## config.mk

```make
export PLATFORM = sky130hd
export DESIGN_NAME = mdio_target
export DESIGN_NICKNAME = d
export VERILOG_FILES = /design/src/rtl/mdio_target_pkg.sv /design/src/rtl/mdio_frame_fsm.sv /design/src/rtl/mdio_regfile.sv /design/src/rtl/mdio_tx_path.sv /design/src/rtl/mdio_target.sv
export SDC_FILE = /design/constraint.sdc
export NUM_CORES = 1
export LEC_CHECK = 0
export CAP_MARGIN = 10
export CORE_ASPECT_RATIO = 0.7
export CORE_MARGIN = 2
export CORE_UTILIZATION = 40
export DETAILED_ROUTE_END_ITERATION = 16
export RECOVER_POWER = 100
export REMOVE_ABC_BUFFERS = 1
export SKIP_LAST_GASP = 1
export SLEW_MARGIN = 40
export SYNTH_ARGS = -nofsm -noshare
export SYNTH_HDL_FRONTEND = slang
export SYNTH_SLANG_ARGS = --single-unit
```

## constraint.sdc

```tcl
create_clock -name mdc -period 2.6 [get_ports mdc]
set_clock_uncertainty 0.1 [all_clocks]
set_input_delay 0.78 -clock mdc [delete_from_list [all_inputs] [get_ports mdc]]
set_output_delay 0.78 -clock mdc [all_outputs]
set_load 0.02 [all_outputs]
```

## src/rtl/mdio_target_pkg.sv

```systemverilog
package mdio_target_pkg;

    typedef enum logic [2:0] {
        ST_HUNT,
        ST_SOF,
        ST_OPC,
        ST_PHY,
        ST_REG,
        ST_TURN,
        ST_WDATA,
        ST_RDATA
    } mdio_state_e;

    localparam logic [1:0] OPC_READ  = 2'b10;
    localparam logic [1:0] OPC_WRITE = 2'b01;

endpackage

```

## src/rtl/mdio_frame_fsm.sv

```systemverilog
module mdio_frame_fsm
    import mdio_target_pkg::*;
#(
    parameter int ADDR_W = 5,
    parameter int DATA_W = 16
) (
    input  logic                      clk,
    input  logic                      rst_n,
    input  logic                      mdio_in,
    input  logic [ADDR_W-1:0]         phy_strap,
    output mdio_state_e               state,
    output logic [ADDR_W-1:0]         reg_addr,
    output logic                      wr_en,
    output logic [DATA_W-1:0]         wr_data,
    output logic                      tx_turn,
    output logic                      tx_load,
    output logic                      tx_shift,
    output logic                      tx_drop
);

    localparam int CNT_W = $clog2(DATA_W);
    localparam logic [CNT_W-1:0] LAST_A = CNT_W'(ADDR_W - 1);
    localparam logic [CNT_W-1:0] LAST_D = CNT_W'(DATA_W - 1);
    localparam logic [CNT_W-1:0] ONE    = CNT_W'(1);

    mdio_state_e         state_q, state_d;
    logic [CNT_W-1:0]    cnt_q, cnt_d;
    logic                armed_q, armed_d;
    logic                rd_q, rd_d;
    logic [DATA_W-1:0]   sh_q, sh_d;
    logic [ADDR_W-1:0]   ra_q, ra_d;

    // next-state decision, one bit per MDC edge
    always_comb begin
        state_d = state_q;
        cnt_d   = cnt_q;
        armed_d = armed_q;
        rd_d    = rd_q;
        sh_d    = sh_q;
        ra_d    = ra_q;
        unique case (state_q)
            ST_HUNT: begin
                armed_d = mdio_in;
                if (!mdio_in && armed_q) begin
                    state_d = ST_SOF;
                end
            end
            ST_SOF: begin
                if (mdio_in) begin
                    state_d = ST_OPC;
                    cnt_d   = '0;
                end else begin
                    state_d = ST_HUNT;
                    armed_d = 1'b0;
                end
            end
            ST_OPC: begin
                sh_d = {sh_q[DATA_W-2:0], mdio_in};
                if (cnt_q == '0) begin
                    cnt_d = ONE;
                end else begin
                    cnt_d = '0;
                    if ({sh_q[0], mdio_in} == OPC_READ) begin
                        rd_d    = 1'b1;
                        state_d = ST_PHY;
                    end else if ({sh_q[0], mdio_in} == OPC_WRITE) begin
                        rd_d    = 1'b0;
                        state_d = ST_PHY;
                    end else begin
                        state_d = ST_HUNT;
                        armed_d = mdio_in;
                    end
                end
            end
            ST_PHY: begin
                sh_d = {sh_q[DATA_W-2:0], mdio_in};
                if (cnt_q == LAST_A) begin
                    cnt_d = '0;
                    if ({sh_q[ADDR_W-2:0], mdio_in} == phy_strap) begin
                        state_d = ST_REG;
                    end else begin
                        state_d = ST_HUNT;
                        armed_d = mdio_in;
                    end
                end else begin
                    cnt_d = cnt_q + ONE;
                end
            end
            ST_REG: begin
                sh_d = {sh_q[DATA_W-2:0], mdio_in};
                if (cnt_q == LAST_A) begin
                    cnt_d   = '0;
                    ra_d    = {sh_q[ADDR_W-2:0], mdio_in};
                    state_d = ST_TURN;
                end else begin
                    cnt_d = cnt_q + ONE;
                end
            end
            ST_TURN: begin
                if (cnt_q == '0) begin
                    cnt_d = ONE;
                end else begin
                    cnt_d   = '0;
                    state_d = rd_q ? ST_RDATA : ST_WDATA;
                end
            end
            ST_WDATA: begin
                sh_d = {sh_q[DATA_W-2:0], mdio_in};
                if (cnt_q == LAST_D) begin
                    cnt_d   = '0;
                    armed_d = 1'b1;
                    state_d = ST_HUNT;
                end else begin
                    cnt_d = cnt_q + ONE;
                end
            end
            ST_RDATA: begin
                if (cnt_q == LAST_D) begin
                    cnt_d   = '0;
                    armed_d = 1'b1;
                    state_d = ST_HUNT;
                end else begin
                    cnt_d = cnt_q + ONE;
                end
            end
            default: begin
                state_d = ST_HUNT;
                armed_d = 1'b1;
            end
        endcase
    end

    // state register
    always_ff @(posedge clk) begin
        if (!rst_n) begin
            state_q <= ST_HUNT;
            cnt_q   <= '0;
            armed_q <= 1'b1;
            rd_q    <= 1'b0;
            sh_q    <= '0;
            ra_q    <= '0;
        end else begin
            state_q <= state_d;
            cnt_q   <= cnt_d;
            armed_q <= armed_d;
            rd_q    <= rd_d;
            sh_q    <= sh_d;
            ra_q    <= ra_d;
        end
    end

    // outputs
    always_comb begin
        wr_en    = 1'b0;
        tx_turn  = 1'b0;
        tx_load  = 1'b0;
        tx_shift = 1'b0;
        tx_drop  = 1'b0;
        unique case (state_q)
            ST_TURN: begin
                tx_turn = rd_q && (cnt_q == '0);
                tx_load = rd_q && (cnt_q != '0);
            end
            ST_WDATA: begin
                wr_en = (cnt_q == LAST_D);
            end
            ST_RDATA: begin
                tx_shift = (cnt_q != LAST_D);
                tx_drop  = (cnt_q == LAST_D);
            end
            default: begin
                wr_en = 1'b0;
            end
        endcase
    end

    assign state    = state_q;
    assign reg_addr = ra_q;
    assign wr_data  = {sh_q[DATA_W-2:0], mdio_in};

endmodule

```

## src/rtl/mdio_regfile.sv

```systemverilog
module mdio_regfile #(
    parameter int ADDR_W     = 5,
    parameter int DATA_W     = 16,
    parameter int STATUS_IDX = 1,
    parameter int NOPRE_BIT  = 6
) (
    input  logic              clk,
    input  logic              rst_n,
    input  logic              wr_en,
    input  logic [ADDR_W-1:0] wr_addr,
    input  logic [DATA_W-1:0] wr_data,
    input  logic [ADDR_W-1:0] rd_addr,
    output logic [DATA_W-1:0] rd_data
);

    localparam int NREGS = 1 << ADDR_W;
    localparam logic [DATA_W-1:0] NOPRE_MASK = DATA_W'(1) << NOPRE_BIT;

    logic [NREGS-1:0][DATA_W-1:0] words;

    for (genvar g = 0; g < NREGS; g++) begin : g_entry
        logic [DATA_W-1:0] q;
        always_ff @(posedge clk) begin
            if (!rst_n) begin
                q <= '0;
            end else if (wr_en && (wr_addr == ADDR_W'(g))) begin
                q <= wr_data;
            end
        end
        if (g == STATUS_IDX) begin : g_status
            assign words[g] = q | NOPRE_MASK;
        end else begin : g_plain
            assign words[g] = q;
        end
    end

    assign rd_data = words[rd_addr];

endmodule

```

## src/rtl/mdio_tx_path.sv

```systemverilog
module mdio_tx_path #(
    parameter int DATA_W = 16
) (
    input  logic              clk,
    input  logic              rst_n,
    input  logic              turn,
    input  logic              load,
    input  logic              shift,
    input  logic              drop,
    input  logic [DATA_W-1:0] load_data,
    output logic              mdio_out,
    output logic              mdio_oe
);

    logic              oe_q;
    logic              out_q;
    logic [DATA_W-2:0] sr_q;

    always_ff @(posedge clk) begin
        if (!rst_n) begin
            oe_q  <= 1'b0;
            out_q <= 1'b0;
            sr_q  <= '0;
        end else if (turn) begin
            oe_q  <= 1'b1;
            out_q <= 1'b0;
        end else if (load) begin
            out_q <= load_data[DATA_W-1];
            sr_q  <= load_data[DATA_W-2:0];
        end else if (shift) begin
            out_q <= sr_q[DATA_W-2];
            sr_q  <= {sr_q[DATA_W-3:0], 1'b0};
        end else if (drop) begin
            oe_q  <= 1'b0;
            out_q <= 1'b0;
        end
    end

    assign mdio_out = out_q;
    assign mdio_oe  = oe_q;

endmodule

```

## src/rtl/mdio_target.sv

```systemverilog
module mdio_target
    import mdio_target_pkg::*;
#(
    parameter int ADDR_W     = 5,
    parameter int DATA_W     = 16,
    parameter int STATUS_IDX = 1,
    parameter int NOPRE_BIT  = 6
) (
    input  logic              mdc,
    input  logic              rst_n,
    input  logic              mdio_in,
    input  logic [ADDR_W-1:0] phy_strap,
    output logic              mdio_out,
    output logic              mdio_oe
);

    mdio_state_e       fsm_state;
    logic [ADDR_W-1:0] reg_addr;
    logic              wr_en;
    logic [DATA_W-1:0] wr_data;
    logic [DATA_W-1:0] rd_data;
    logic              tx_turn;
    logic              tx_load;
    logic              tx_shift;
    logic              tx_drop;

    mdio_frame_fsm #(
        .ADDR_W(ADDR_W),
        .DATA_W(DATA_W)
    ) u_fsm (
        .clk      (mdc),
        .rst_n    (rst_n),
        .mdio_in  (mdio_in),
        .phy_strap(phy_strap),
        .state    (fsm_state),
        .reg_addr (reg_addr),
        .wr_en    (wr_en),
        .wr_data  (wr_data),
        .tx_turn  (tx_turn),
        .tx_load  (tx_load),
        .tx_shift (tx_shift),
        .tx_drop  (tx_drop)
    );

    mdio_regfile #(
        .ADDR_W    (ADDR_W),
        .DATA_W    (DATA_W),
        .STATUS_IDX(STATUS_IDX),
        .NOPRE_BIT (NOPRE_BIT)
    ) u_regs (
        .clk    (mdc),
        .rst_n  (rst_n),
        .wr_en  (wr_en),
        .wr_addr(reg_addr),
        .wr_data(wr_data),
        .rd_addr(reg_addr),
        .rd_data(rd_data)
    );

    mdio_tx_path #(
        .DATA_W(DATA_W)
    ) u_tx (
        .clk      (mdc),
        .rst_n    (rst_n),
        .turn     (tx_turn),
        .load     (tx_load),
        .shift    (tx_shift),
        .drop     (tx_drop),
        .load_data(rd_data),
        .mdio_out (mdio_out),
        .mdio_oe  (mdio_oe)
    );

endmodule

```

==> flow_summary.ini, run 1 <==
[global_route]
grt_pass1_vias = 20300
track_usage_pct = 26.3
antenna_found_initial = 5
grt_pass1_wl_um = 127000
overflow = 0
grt_max_degree = 54

[yosys]
yosys_register_bits = 557
synth_enable_flop_cells = 0
yosysUniqueCellTypes = 72
async_reset_ff_share_pct = 0
ys_warn_count = 0
synthCells = 2907
avgSynthCellArea_um2 = 8.43
netlist_area_um2 = 24500
synth_seq_area_share_pct = 45.5
synth_ff_type = dfxtp_1

[finish]
drive_gt1_share_pct = 14.3
regArea_um2 = 11200
area_growth_pct = 14.6
final_cell_mix = nand2_1 (1025), dfxtp_1 (550), a21oi_1 (501)
final_cells = 3754
multi_input_area_um2 = 12000
antenna_cells = 0
final_common_cell = nand2_1
fillers = 5721
nNetsFinal = 2923
fin_util_pct = 46.6

[route]
remaining_drc_errors = 0
avgRoutedWirePerCell_um = 22.3
ant_nets = 0
drtPass1Iterations = 5
viasPerCell = 5.80
first_iter_violations = 2406
wirelength_um = 83800
vias = 21800

[clocking]
clk_pin_slew_ps = 60
clkLatencyLatePin_ps = 600
numCtsBuffers = 53
clk_path_buf_depth = 3
cts_hold_buffers = 0
clock-sinks = 557
cts_tree = built
cts-root-buf = clkbuf_16
htreeDepth = 2

[pwr]
power.leakage_nw = 8.78
ir_drop_mv = 0.417
power.total_mw = 17.1
p_per_area_nw_per_um2 = 608

[setup_path]
end_kind = flop
crit_start = u_fsm.reg_addr[1]
crit_type = flop to flop
worstSetupStartpointType = flop
crit_required_ps = 2970
cp.arrival_ps = 2900
rr_startpoint = u_fsm.reg_addr[1]
path_max_fanout = 27

[sta]
fin_crit_ps = 2530
worstMarginPinSlew_ps = 671
whs_ps = 354
hold_viol = 0
fin_ws_ps = 66.6
setup_viol = 0
grt_setup_unrepaired = false
slew_viol_final = 0
fin_crit_sh_pct = 97.4
relSlewSlack_pct = 55.2
max_clock_freq_ghz = 0.395

[floorplan]
die_area_um2 = 63300
core_area_um2 = 60200
io_pins = 10
chipWidth_um = 300
die_h_um = 211
rows = 75
initial_core_util_pct = 40.7

[run_status]
run_status = finished clean

[place]
placed_cells = 3653
place_hpwl_um = 55400
pre_cts_ws_ps = 60.3
port_buffers = 9
place_congestion = 0.958

[hold_path]
hold_path.class = flop to flop
holdCritStartpoint = u_regs.g_entry[28].q[13]

[flow_run]
cap_violations = 0
## cell type report
type / count / area share, %
Inverter: 11 / 0.174
Clock inverter: 15 / 0.468
Clock buffer: 75 / 5.59
Multi-Input combinational cell: 2077 / 42.9
Tap cell: 808 / 3.60
Timing Repair Buffer: 211 / 7.53
Sequential cell: 557 / 39.8
## power by group
group | total [mW] | leakage [nW] | switching, mW | internal [mW]
Clock | 7.75 | 0.850 | 3.38 | 4.37
Sequential | 8.59 | 4.49 | 0.0364 | 8.56
Combinational | 0.736 | 3.44 | 0.526 | 0.210
Total | 17.1 | 8.78 | 3.94 | 13.1
## cells in the mapped netlist (6+ instances only)
library cell / instances / area [um^2]
nor3_4: 8 / 130
a21oi_2: 7 / 61.3
and3_1: 8 / 50.1
dfxtp_1: 557 / 11200
nor2_1: 64 / 240
o32ai_1: 15 / 131
a22o_1: 15 / 131
nor2_2: 10 / 62.6
nor3_2: 8 / 80.1
a221oi_1: 7 / 61.3
o221ai_1: 17 / 149
clkbuf_1: 151 / 567
nor2b_1: 6 / 37.5
nand3_1: 20 / 100
buf_4: 19 / 143
o22ai_1: 14 / 87.6
mux2i_1: 142 / 1420
a2111oi_0: 7 / 61.3
a22oi_1: 14 / 105
mux2_2: 8 / 90.1
o21ai_0: 13 / 65.1
buf_2: 78 / 390
a211oi_1: 12 / 90.1
nand2_1: 1025 / 3850
inv_1: 10 / 37.5
a21oi_1: 497 / 2490
a211o_1: 6 / 52.6
mux4_2: 83 / 1870
buf_6: 9 / 101
## worst max-delay path, cell delays in order, from the launching register on
cell and delay [ps]:
dfxtp_4 490, buf_12 270, clkbuf_4 260, mux4_2 580, a22o_1 220, nor2_1 310
o32ai_1 140
## final timing paths
kind	end	slack (ps)	depth (start not counted)
min	u_regs.g_entry[28].q[13]	350	2
min reg2reg	u_regs.g_entry[28].q[13]	350	2
max reg2reg	u_tx.sr_q[14]	70	6
max	u_tx.sr_q[14]	70	6
## state kept, by name (all words and copies together), names as in the netlist
name and cells:
u_fsm.armed_q 1, u_fsm.cnt_q 4, u_fsm.rd_q 1, u_fsm.reg_addr 5
u_fsm.sh_q 15, u_fsm.state 3, u_regs.g_entry.q 511, u_tx.mdio_oe 1
u_tx.mdio_out 1, u_tx.sr_q 15
## what timing repair did
item,CTS,global route
endpoints found under the hold margin,0,0
pin swaps,0,3
setup endpoints to repair,1,51
gates resized for setup,1,4
buffers inserted,0,11
## layer usage
metal	GRT usage [%]	wire length [um]	up-vias
met1	40.0	38400	10700
met3	5.86	9180	134
met5	0	28	-
met2	36.8	34200	1097
met4	7.29	1910	4
li1	-	-	9878
## cell families (layout without fill, tap and decap cells)
family          count (synthesis)  in the layout  synth area share [%]
simple gates                 1192           1192                  20.3
compound gates                643            643                  14.9
flops                         557            557                  45.5
buf+inv                       273            312                  5.14
mux                           233            233                  13.8
xor+xnor                        5              5                 0.179
fa+ha+maj                       4              4                 0.204
## through the flow
step | cell area (um^2) | setup TNS, ps
floorplan | 23300 | -3198790
global placement | 26400 | 0
detailed placement | 26400 | 0
CTS | 28100 | 0
global route | 28100 | 0
finish | 28100 | 0
No activity file was read; power rests on OpenSTA's default activity.
==> run 2, diff against run 1 <==
--- a/config.mk
+++ b/config.mk
@@ -10,6 +10,7 @@
 export CORE_MARGIN = 2
 export CORE_UTILIZATION = 40
 export DETAILED_ROUTE_END_ITERATION = 16
+export GPL_TIMING_DRIVEN = 0
 export RECOVER_POWER = 100
 export REMOVE_ABC_BUFFERS = 1
 export SKIP_LAST_GASP = 1
==> flow_summary.ini, run 2 (synthesized netlist as in run 1, its figures left out) <==
[run_status]
run_status = finished clean

[setup_path]
cp_num_buf_inv = 3
slowest_delay_ps = 380
cp.arrival_ps = 2940
crit_type = flop to flop
path_max_fanout = 31
crit_required_ps = 2960
crit_top_cell = buf_16
rr_startpoint = u_fsm.reg_addr[1]
end_kind = flop
timing.rr.end = u_tx.sr_q[12]
r2r_cells = 8
crit_family = buffers and inverters
worstPathCellList = buf_16, buf_16, buf_16, mux2i_1, a22oi_2, and3_1, a2111oi_4, o32ai_1
rrSetupSlack_ps = 30
cp_slowest_cell = dfxtp_4
worstSetupStartpointType = flop

[place]
place_hpwl_um = 51100
port_buffers = 9
place_congestion = 0.846
place_area_um2 = 25300

[finish]
final_cell_mix = nand2_1 (1006), dfxtp_1 (535), a21oi_1 (496)
regMostFlops = u_regs.g_entry.q
drive_gt1_share_pct = 14.7
final_common_cell = nand2_1
antenna_cells = 0
finalInstanceArea_um2 = 28300
regArea_um2 = 11200
multi_input_area_um2 = 12600
fillers = 5540
area_growth_pct = 15.6
top_regs = u_regs.g_entry.q (511), u_fsm.sh_q (15), u_tx.sr_q (15)
largest_reg_flops = 511
nNetsFinal = 2828

[pwr]
ir_drop_mv = 0.483
power.leakage_nw = 8.55
p_per_area_nw_per_um2 = 605

[floorplan]
initial_core_util_pct = 40.7
die_area_um2 = 63300
core_area_um2 = 60200
chipWidth_um = 300
die_h_um = 211
io_pins = 10
rows = 75

[route]
wirelength_um = 83400
viasPerCell = 5.85
avgRoutedWirePerCell_um = 22.8
ant_nets = 0
remaining_drc_errors = 0
drtPass1Iterations = 6
vias = 21400
first_iter_violations = 2762

[global_route]
overflow = 0
grtUsageMet3_pct = 5.05
met2_usage_pct = 35.8
top_usage_layer = met1
grt_pass1_wl_um = 123000
grt_max_degree = 110
met1_usage_pct = 38.8
track_usage_pct = 25.4
grt_pass1_vias = 19900
antenna_found_initial = 2

[clocking]
clkLatencyLatePin_ps = 610
clk_path_buf_depth = 3
numCtsBuffers = 53
clk_pin_slew_ps = 70
clock-sinks = 557
htreeDepth = 2
cts_tree = built
cts-root-buf = clkbuf_16

[sta]
fin_crit_ps = 2570
setup_viol = 0
worstMarginPinSlew_ps = 750
hold_viol = 0
fin_crit_sh_pct = 99.0
slew_viol_final = 0
grt_setup_unrepaired = true
relSlewSlack_pct = 49.9
max_clock_freq_ghz = 0.389
setup-tns-final_ps = 0

[flow_run]
cap_violations = 0

[hold_path]
hold_path.class = flop to flop
hold_path_depth = 2
whs_endpoint = u_regs.g_entry[15].q[12]
holdCritStartpoint = u_regs.g_entry[15].q[12]
run 2: cell count changes in the layout (fill, tap and decap cells not counted), moves of 17 or more:
cell,change
nand2_2,+19
nor2_4,+17
buf_4,-89
nand2_1,-19
buf_16,+19
run 2: routing by layer:
layer,part of all wire (%),up-vias
li1,-,9697
met1,45,10400
met5,0,-
met4,2.4,0
met2,41,1205
met3,12,135
run 2: final cells by class:
| class | instances | area share (%) |
|---|---|---|
| repair inverters | 1 | 0.0309 |
| clock inverters | 6 | 0.207 |
| multi-input cells | 2078 | 44.5 |
| inverters | 11 | 0.238 |
| flip-flops and latches | 557 | 39.5 |
| repair buffers | 114 | 5.95 |
| well taps | 808 | 3.57 |
| clock buffers | 91 | 5.93 |
run 2: what timing repair did:
item | CTS | global route
hold buffers | 0 | 0
endpoints found under the setup margin | 527 | 299
cloned | 1 | 4
buffers inserted | 45 | 25
resized for setup | 72 | 19
endpoints found under the hold margin | 0 | 0
pin swaps | 20 | 11
run 2: per-stage QoR:
step           utilization [%]  hold WS (ps)  worst slack, ps  cells  power (mW)
3_3_place_gp              40.5           338           -10950   3462        9.39
6_report                  47.1           352             27.0   3666        17.2
4_1_cts                   46.3           353             -142   3637        17.2
2_1_floorplan                -           333            -6410   2645        9.18
3_5_place_dp              42.0           344            -1150   3494        9.45
5_1_grt                   47.1           362            -33.8   3666        17.6
run 2: worst min-delay path, stage by stage, from the launching register on:
cell     delay (ps)
dfxtp_1         300
nand2_1          50
a21oi_1          50
run 2: how the worst max path moves through the flow:
| stage | end | cells after the start | slack, ps | start |
|---|---|---|---|---|
| 6_report | u_tx.sr_q[12] | 8 | 30 | u_fsm.reg_addr[1] |
| 5_1_grt | u_tx.sr_q[12] | 8 | -30 | u_fsm.reg_addr[1] |
| 4_1_cts | u_regs.g_entry[16].q[7] | 6 | -140 | u_fsm.cnt_q[0] |
| 3_5_place_dp | u_tx.sr_q[12] | 7 | -1150 | u_fsm.reg_addr[0] |
| 3_3_place_gp | u_regs.g_entry[22].q[12] | 5 | -10950 | u_fsm.reg_addr[1] |
| 2_1_floorplan | u_regs.g_entry[26].q[0] | 5 | -6410 | u_fsm.reg_addr[1] |
run 2: where the power goes:
| group | switching (mW) | internal [mW] | total, mW |
|---|---|---|---|
| Clock | 3.42 | 4.46 | 7.88 |
| Sequential | 0.130 | 8.55 | 8.68 |
| Combinational | 0.430 | 0.171 | 0.602 |
| Total | 3.98 | 13.2 | 17.2 |
